===== config.mk =====
export PLATFORM = sky130hd
export DESIGN_NAME = lat_timer
export DESIGN_NICKNAME = d
export VERILOG_FILES = /design/src/rtl/lat_timer.sv
export SDC_FILE = /design/constraint.sdc
export NUM_CORES = 1
export LEC_CHECK = 0
export ABC_CLOCK_PERIOD_IN_PS = 3800
export BUFFER_PORTS_ARGS = -buffer_cell sky130_fd_sc_hd__buf_2
export CELL_PAD_IN_SITES_DETAIL_PLACEMENT = 1
export CELL_PAD_IN_SITES_GLOBAL_PLACEMENT = 1
export CORE_MARGIN = 2
export CORE_UTILIZATION = 40
export DETAILED_ROUTE_END_ITERATION = 8
export PLACE_DENSITY_LB_ADDON = 0.1
export RECOVER_POWER = 50
export SLEW_MARGIN = 25
export SYNTH_ARGS = -nofsm -noshare
export SYNTH_HDL_FRONTEND = slang
export SYNTH_SLANG_ARGS = --single-unit
export TNS_END_PERCENT = 20

===== constraint.sdc =====
create_clock -name clk -period 3.8 [get_ports clk]
set_input_delay 0.38 -clock clk [delete_from_list [all_inputs] [get_ports clk]]
set_output_delay 0.38 -clock clk [all_outputs]
set_load 0.01 [all_outputs]

===== src/rtl/lat_timer.sv =====
module lat_timer #(
  parameter int CNT_W     = 12,
  parameter int LO_W      = 8,
  parameter int FAST_BITS = 7,
  parameter int SLOW_BITS = 10
) (
  input  logic            clk,
  input  logic            rst_n,
  input  logic            tick,
  input  logic            rd_lo,
  input  logic            rd_hi,
  output logic [LO_W-1:0] rd_data,
  output logic            irq_fast,
  output logic            irq_slow
);
  localparam int HI_W  = CNT_W - LO_W;
  localparam int PAD_W = LO_W - HI_W;

  logic [CNT_W-1:0] cnt;
  logic [HI_W-1:0]  shadow;
  logic             fast_wrap, slow_wrap;

  assign fast_wrap = tick && (&cnt[FAST_BITS-1:0]);
  assign slow_wrap = tick && (&cnt[SLOW_BITS-1:0]);

  always_ff @(posedge clk) begin
    if (!rst_n) begin
      cnt      <= '0;
      irq_fast <= 1'b0;
      irq_slow <= 1'b0;
    end else begin
      if (tick) cnt <= cnt + 1'b1;
      irq_fast <= fast_wrap;
      irq_slow <= slow_wrap;
    end
  end

  always_ff @(posedge clk) begin
    if (!rst_n) begin
      shadow  <= '0;
      rd_data <= '0;
    end else if (rd_lo) begin
      shadow  <= cnt[CNT_W-1:LO_W];
      rd_data <= cnt[LO_W-1:0];
    end else if (rd_hi) begin
      rd_data <= {{PAD_W{1'b0}}, shadow};
    end
  end
endmodule


==> results.tsv, run 1 <==
metric	value	unit
outcome	finished, final reports clean	
core region area	2520	µm²
Worst-Skew Late Latency	0.32	ns
detailed-router iteration count before antenna repair	3	
sequential cell area fraction in the yosys report	48.3	%
Synth Warn #	0	
Mapped Nets	119	
number of synthesized register bits	26	
Power Dens Cells	376	nW/µm²
Post-CTS Setup Bufs	0	
Clock Sinks	26	
LEAKAGE	0.458	nW
CP startpoint kind	flop	
crit path max fanout	6	
clock period minus worst slack	1.61	ns
Num CTS Buffers	3	
syn avg cell area	9.54	µm²
Die Y-Extent	55.9	µm
final setup vio count	0	
fin util	46.9	%
first-pass GRT wire length	3.84	mm
# rows	18	
area occupied by multi-input gates	510	µm²
vias post-DR	810	
Gate Count Post-Synth	113	
Final Max Tran Viols	0	
commonest non-fill, non-tap cell in the layout	dfxtp_1	
most frequent cells in the layout	dfxtp_1, nor2_1, buf_2, a21oi_1, mux2i_1	
Min-Delay Path Class	in2reg	
Clk pin slew, worst setup/hold paths	0.14	ns
Starting Density	42.8	%
area growth from synthesis to layout	9.63	%
Root Driver	clkbuf_4	
Max clock buf depth	2	
Worst Setup Path Type	reg2reg	
DR iter-0 viols	4	
vias per cell	5.26	
initial antenna violation count	0	
RSZ-0062 raised after global routing	no	
fin crit share	42.3	%
H-tree Lvls	1	
vias in the first global route	840	
CTS tree	yes	
number of fillers in the final layout	304	
Max-slew headroom	41.3	%
HPWL Detailed	1.67	mm
grt ovf	0	
DRC errors left	0	
Die W	55.9	µm
Sequential cell area	520	µm²
largest net degree at the start of global routing	26	
gpl congestion	0.764	
Hold Violations, Final	0	
Worst Tran Pin Value	0.881	ns
Antenna Cells	0	
Routed WL	2.28	mm
Nets	131	
post-CTS sizing	0	
I/O pins	15	
DRT antenna net count	0	
port buffer count	14	
Achievable Freq	623	MHz
gr usage total	15.5	%
hold buffer count at cts	0	
setup TNS	0	ns
share of post-route cells with drive strength above 1	18.5	%
Fin Clk Skew	0.00810	ns
maximum vdd drop	223	µV
CP endpoint kind	flop	
CP required	4.06	ns
MaxCap Viol Count	0	
CP arrival	1.86	ns
die area	3130	µm²
Synth cell types	26	
WL/cell	14.8	µm
Synth Cell Area	1080	µm²
==> cell families after synthesis <==
logic type | synth area share, %
flip-flops | 48.3
adder cells (fa/ha/maj) | 1.16
multiplexers | 13.5
XOR/XNOR | 3.25
AND/OR/NAND/NOR | 21.3
AO/OA/AOI/OAI | 8.12
buffers and inverters | 4.41
==> final cells by class <==
type	count	share of cell area, %
Sequential cell	26	44.0
Inverter	3	0.952
Timing Repair Buffer	14	5.61
Multi-Input combinational cell	77	43.2
Tap cell	30	3.17
Clock buffer	4	3.07
==> path summary, 6_finish.rpt <==
path	cells after the start	to	startpoint	slack (ns)
max	4	cnt[10]	cnt[0]	2.19
min reg2reg	2	cnt[11]	cnt[11]	0.49
min	3	cnt[11]	rst_n	0.32
max reg2reg	4	cnt[10]	cnt[0]	2.19
==> stage by stage <==
stage	cells	area, µm²	power [mW]	setup slack [ns]	hold slack [ns]
final	154	1180	0.444	2.19	0.323
after global routing	154	1180	0.464	2.11	0.333
after CTS	154	1190	0.453	2.20	0.312
after detailed placement	150	1150	0.311	2.22	0.480
after global placement	150	1150	0.309	2.33	0.470
after floorplan	113	1080	0.304	2.44	0.442
==> state kept, by name, indices dropped and copies added (netlist names) <==
name,count
rd_data,8
irq_fast,1
irq_slow,1
cnt,12
shadow,4
==> synth_stat cells <==
master    number  area share (%)
inv_1          2            0.70
dfxtp_1       26              48
nand2_1        5             1.7
or3_2          2             1.4
or4_1          3             2.1
or3_1          1            0.58
nand4_4        1             2.0
xor2_1         3             2.4
mux2i_1       10             9.3
ha_1           1             1.2
inv_2          1            0.35
nor2_1        17             5.9
nor4_1         2             1.2
mux2_2         4             4.2
nor3b_1        4             2.8
buf_6          1             1.0
a21oi_1       10             4.6
nand4_1        3             1.7
clkbuf_1       4             1.4
buf_2          2            0.93
nor3_1         1            0.46
xnor2_1        1            0.81
o31ai_1        3             2.1
nand2b_1       1            0.58
o21ai_0        3             1.4
nand3_1        2            0.93
==> metal layers <==
metal  GRT usage, %  part of all wire (%)  routed length (µm)
met1           17.9                    46                1050
met2           27.7                    52                1170
met3           3.26                   2.2                  49
met4           6.12                  0.44                  10
met5              0                     0                   0
==> power by group <==
group          switching, mW  internal (mW)
Combinational         0.0153        0.00906
Clock                 0.0808         0.0585
Sequential           0.00460          0.276
==> worst max-delay path: stages, from the launching register on <==
cell and delay, ns:
dfxtp_1 0.48, ha_1 0.27, nand3_1 0.19, or4_1 0.45
a21oi_1 0.16
Note: power is estimated with default switching activity, not from simulation.
==> run 2: changes to the inputs <==
- ABC_CLOCK_PERIOD_IN_PS: 3800 -> 1350
- CORE_UTILIZATION: 40 -> 38
- clock period: 3.8 -> 1.35 ns (I/O delays scaled with it)
==> results.tsv, run 2 (synthesis results as in run 1) <==
metric	value	unit	change
die area	3280	µm²	+4.9%
max reg flops	12		unchanged
share of post-route cells with drive strength above 1	31.3	%	+13 points
Nets	141		+7.6%
detailed-router iteration count before antenna repair	4		+1
area occupied by multi-input gates	529	µm²	+3.7%
worst reg-to-reg path cell count	4		unchanged
H-tree Lvls	1		unchanged
maximum vdd drop	677	µV	+200%
Routed WL	2.37	mm	+4.1%
Starting Density	39.5	%	-3.3 points
DR iter-0 viols	10		+6
Worst Tran Pin Value	0.446	ns	-0.435 ns
Worst-Skew Late Latency	0.33	ns	about the same
Hold Crit Start	rst_n		
Die Y-Extent	57.3	µm	+2.4%
CP arrival	1.60	ns	-0.26 ns
Largest Register	cnt		
outcome	finished, final reports clean		
Seq pwr share	55.3	%	-7.9 points
gr usage total	16.4	%	+0.92 points
largest net degree at the start of global routing	26		unchanged
vias post-DR	876		+8.1%
clock share of power	38.1	%	+6.7 points
DRC errors left	0		unchanged
Logic pwr share	6.5	%	+1.0 points
vias per cell	5.31		+0.94%
clock period minus worst slack	1.34	ns	-0.270 ns
hold worst-path end	cnt[11]		
LEAKAGE	0.518	nW	+13%
Clock Sinks	26		unchanged
Achievable Freq	749	MHz	+20%
vias in the first global route	902		+7.4%
Die W	57.3	µm	+2.4%
Num CTS Buffers	3		unchanged
fin util	47.6	%	+0.72 points
Min-Delay Path Class	in2reg		
Antenna Cells	0		unchanged
worst path cell trace	ha_2 > nand3_1 > or4_4 > a21oi_2		
Fin Clk Skew	0.0124	ns	+0.00428 ns
first-pass GRT wire length	4.02	mm	+4.8%
port buffer count	14		unchanged
Hold Violations, Final	0		unchanged
Internal	1.11	mW	+220%
CP endpoint kind	flop		
worst hold margin	0.0718	ns	-0.251 ns
final setup vio count	0		unchanged
most frequent cells in the layout	dfxtp_1, nor2_1, buf_2, mux2i_1, a21oi_1		
initial antenna violation count	0		unchanged
Sequential cell area	532	µm²	+2.2%
gpl congestion	0.728		-4.8%
RSZ-0062 raised after global routing	yes		
Max stage delay cell, worst path	or4_4		
grt ovf	0		unchanged
fin crit share	98.9	%	+57 points
MaxCap Viol Count	0		unchanged
Power Dens Cells	1090	nW/µm²	+190%
# rows	19		+1
CTS tree	yes		
Switch Pwr	0.300	mW	+200%
crit path max fanout	4		-2
RR Endpoint	cnt[8]		
Final Max Tran Viols	0		unchanged
worst stage delay on the critical path	0.44	ns	-0.04 ns
R2R setup slack	0.01	ns	-2.18 ns
area growth from synthesis to layout	20.6	%	
Worst Setup Path Type	reg2reg		
DRT antenna net count	0		unchanged
WL/cell	14.4	µm	-2.9%
CP required	1.61	ns	-2.45 ns
commonest non-fill, non-tap cell in the layout	dfxtp_1		
Clk pin slew, worst setup/hold paths	0.13	ns	about the same
CP startpoint kind	flop		
HPWL Detailed	1.71	mm	+2.7%
Worst R2R Start	cnt[0]		
Root Driver	clkbuf_4		
number of fillers in the final layout	319		+4.9%
Max clock buf depth	2		unchanged
core region area	2730	µm²	+8.4%
largest registers	cnt x12, rd_data x8, shadow x4		
Max-slew headroom	70.2	%	+29 points
I/O pins	15		unchanged
switch share	21.2	%	-1.5 points
hold depth	3		unchanged
-- run 2: cell types whose count changed in the layout (fill, tap and decap cells not counted), sizes merged --
cell,delta
buf,+8
bufinv,+1
clkbuf,+1
-- run 2: worst max path at each step --
stage / start / end / slack, ns / cells after the start
2_1_floorplan: cnt[1] / cnt[8] / 0.01 / 4
4_1_cts: cnt[0] / cnt[9] / -0.003 / 4
3_3_place_gp: cnt[4] / cnt[8] / 0.05 / 3
6_report: cnt[0] / cnt[8] / 0.01 / 4
3_5_place_dp: cnt[4] / cnt[8] / -0.01 / 3
5_1_grt: cnt[1] / cnt[11] / -0.06 / 4
-- run 2: power groups by stage --
stage                     sequential (mW)  combinational [mW]  clock [mW]
after global routing                0.784               0.103       0.574
after global placement              0.799              0.0874           0
after floorplan                     0.805              0.0519           0
after CTS                           0.782              0.0914       0.558
final                               0.783              0.0925       0.539
after detailed placement            0.800              0.0902           0
-- run 2: area by class of cell --
| type | instances | share of cell area (%) |
|---|---|---|
| Clock buffer | 3 | 1.73 |
| Clock inverter | 1 | 2.31 |
| Inverter | 3 | 0.865 |
| Multi-Input combinational cell | 77 | 40.7 |
| Sequential cell | 26 | 40.9 |
| Tap cell | 31 | 2.98 |
| Timing Repair Buffer | 24 | 10.6 |
-- run 2: per-layer routing --
metal | track usage, % | vias to the layer above | wire, µm
li1 | - | 440 | -
met1 | 20.4 | 420 | 1120
met2 | 27.1 | 11 | 1150
met3 | 3.40 | 5 | 58
met4 | 7.97 | 0 | 46
met5 | 0 | - | 0
-- run 2: stage by stage --
step	power, mW	setup slack (ns)	std cells	setup TNS [ns]	cell area, µm²
floorplan	0.857	0.0138	113	0	1080
global placement	0.886	0.0486	160	0	1220
detailed placement	0.890	-0.0117	160	-0.0117	1220
CTS	1.43	-0.00268	165	-0.00268	1290
global route	1.46	-0.0598	165	-0.224	1300
finish	1.41	0.0143	165	0	1300
-- run 2: worst max-delay path, delay by kind of cell (launching register included) --
kind	cells	cell delay, ns
AND/OR/NAND/NOR	2	0.56
flip-flops	1	0.37
AO/OA/AOI/OAI	1	0.14
adder cells (fa/ha/maj)	1	0.21
-- run 2: what timing repair did --
action,4_1_cts,5_1_grt
endpoints found under the setup margin,4,6
pin swaps,1,1
hold buffers,0,0
gates resized for setup,5,7
setup buffers,1,0
endpoints found under the hold margin,0,0
cloned,0,0
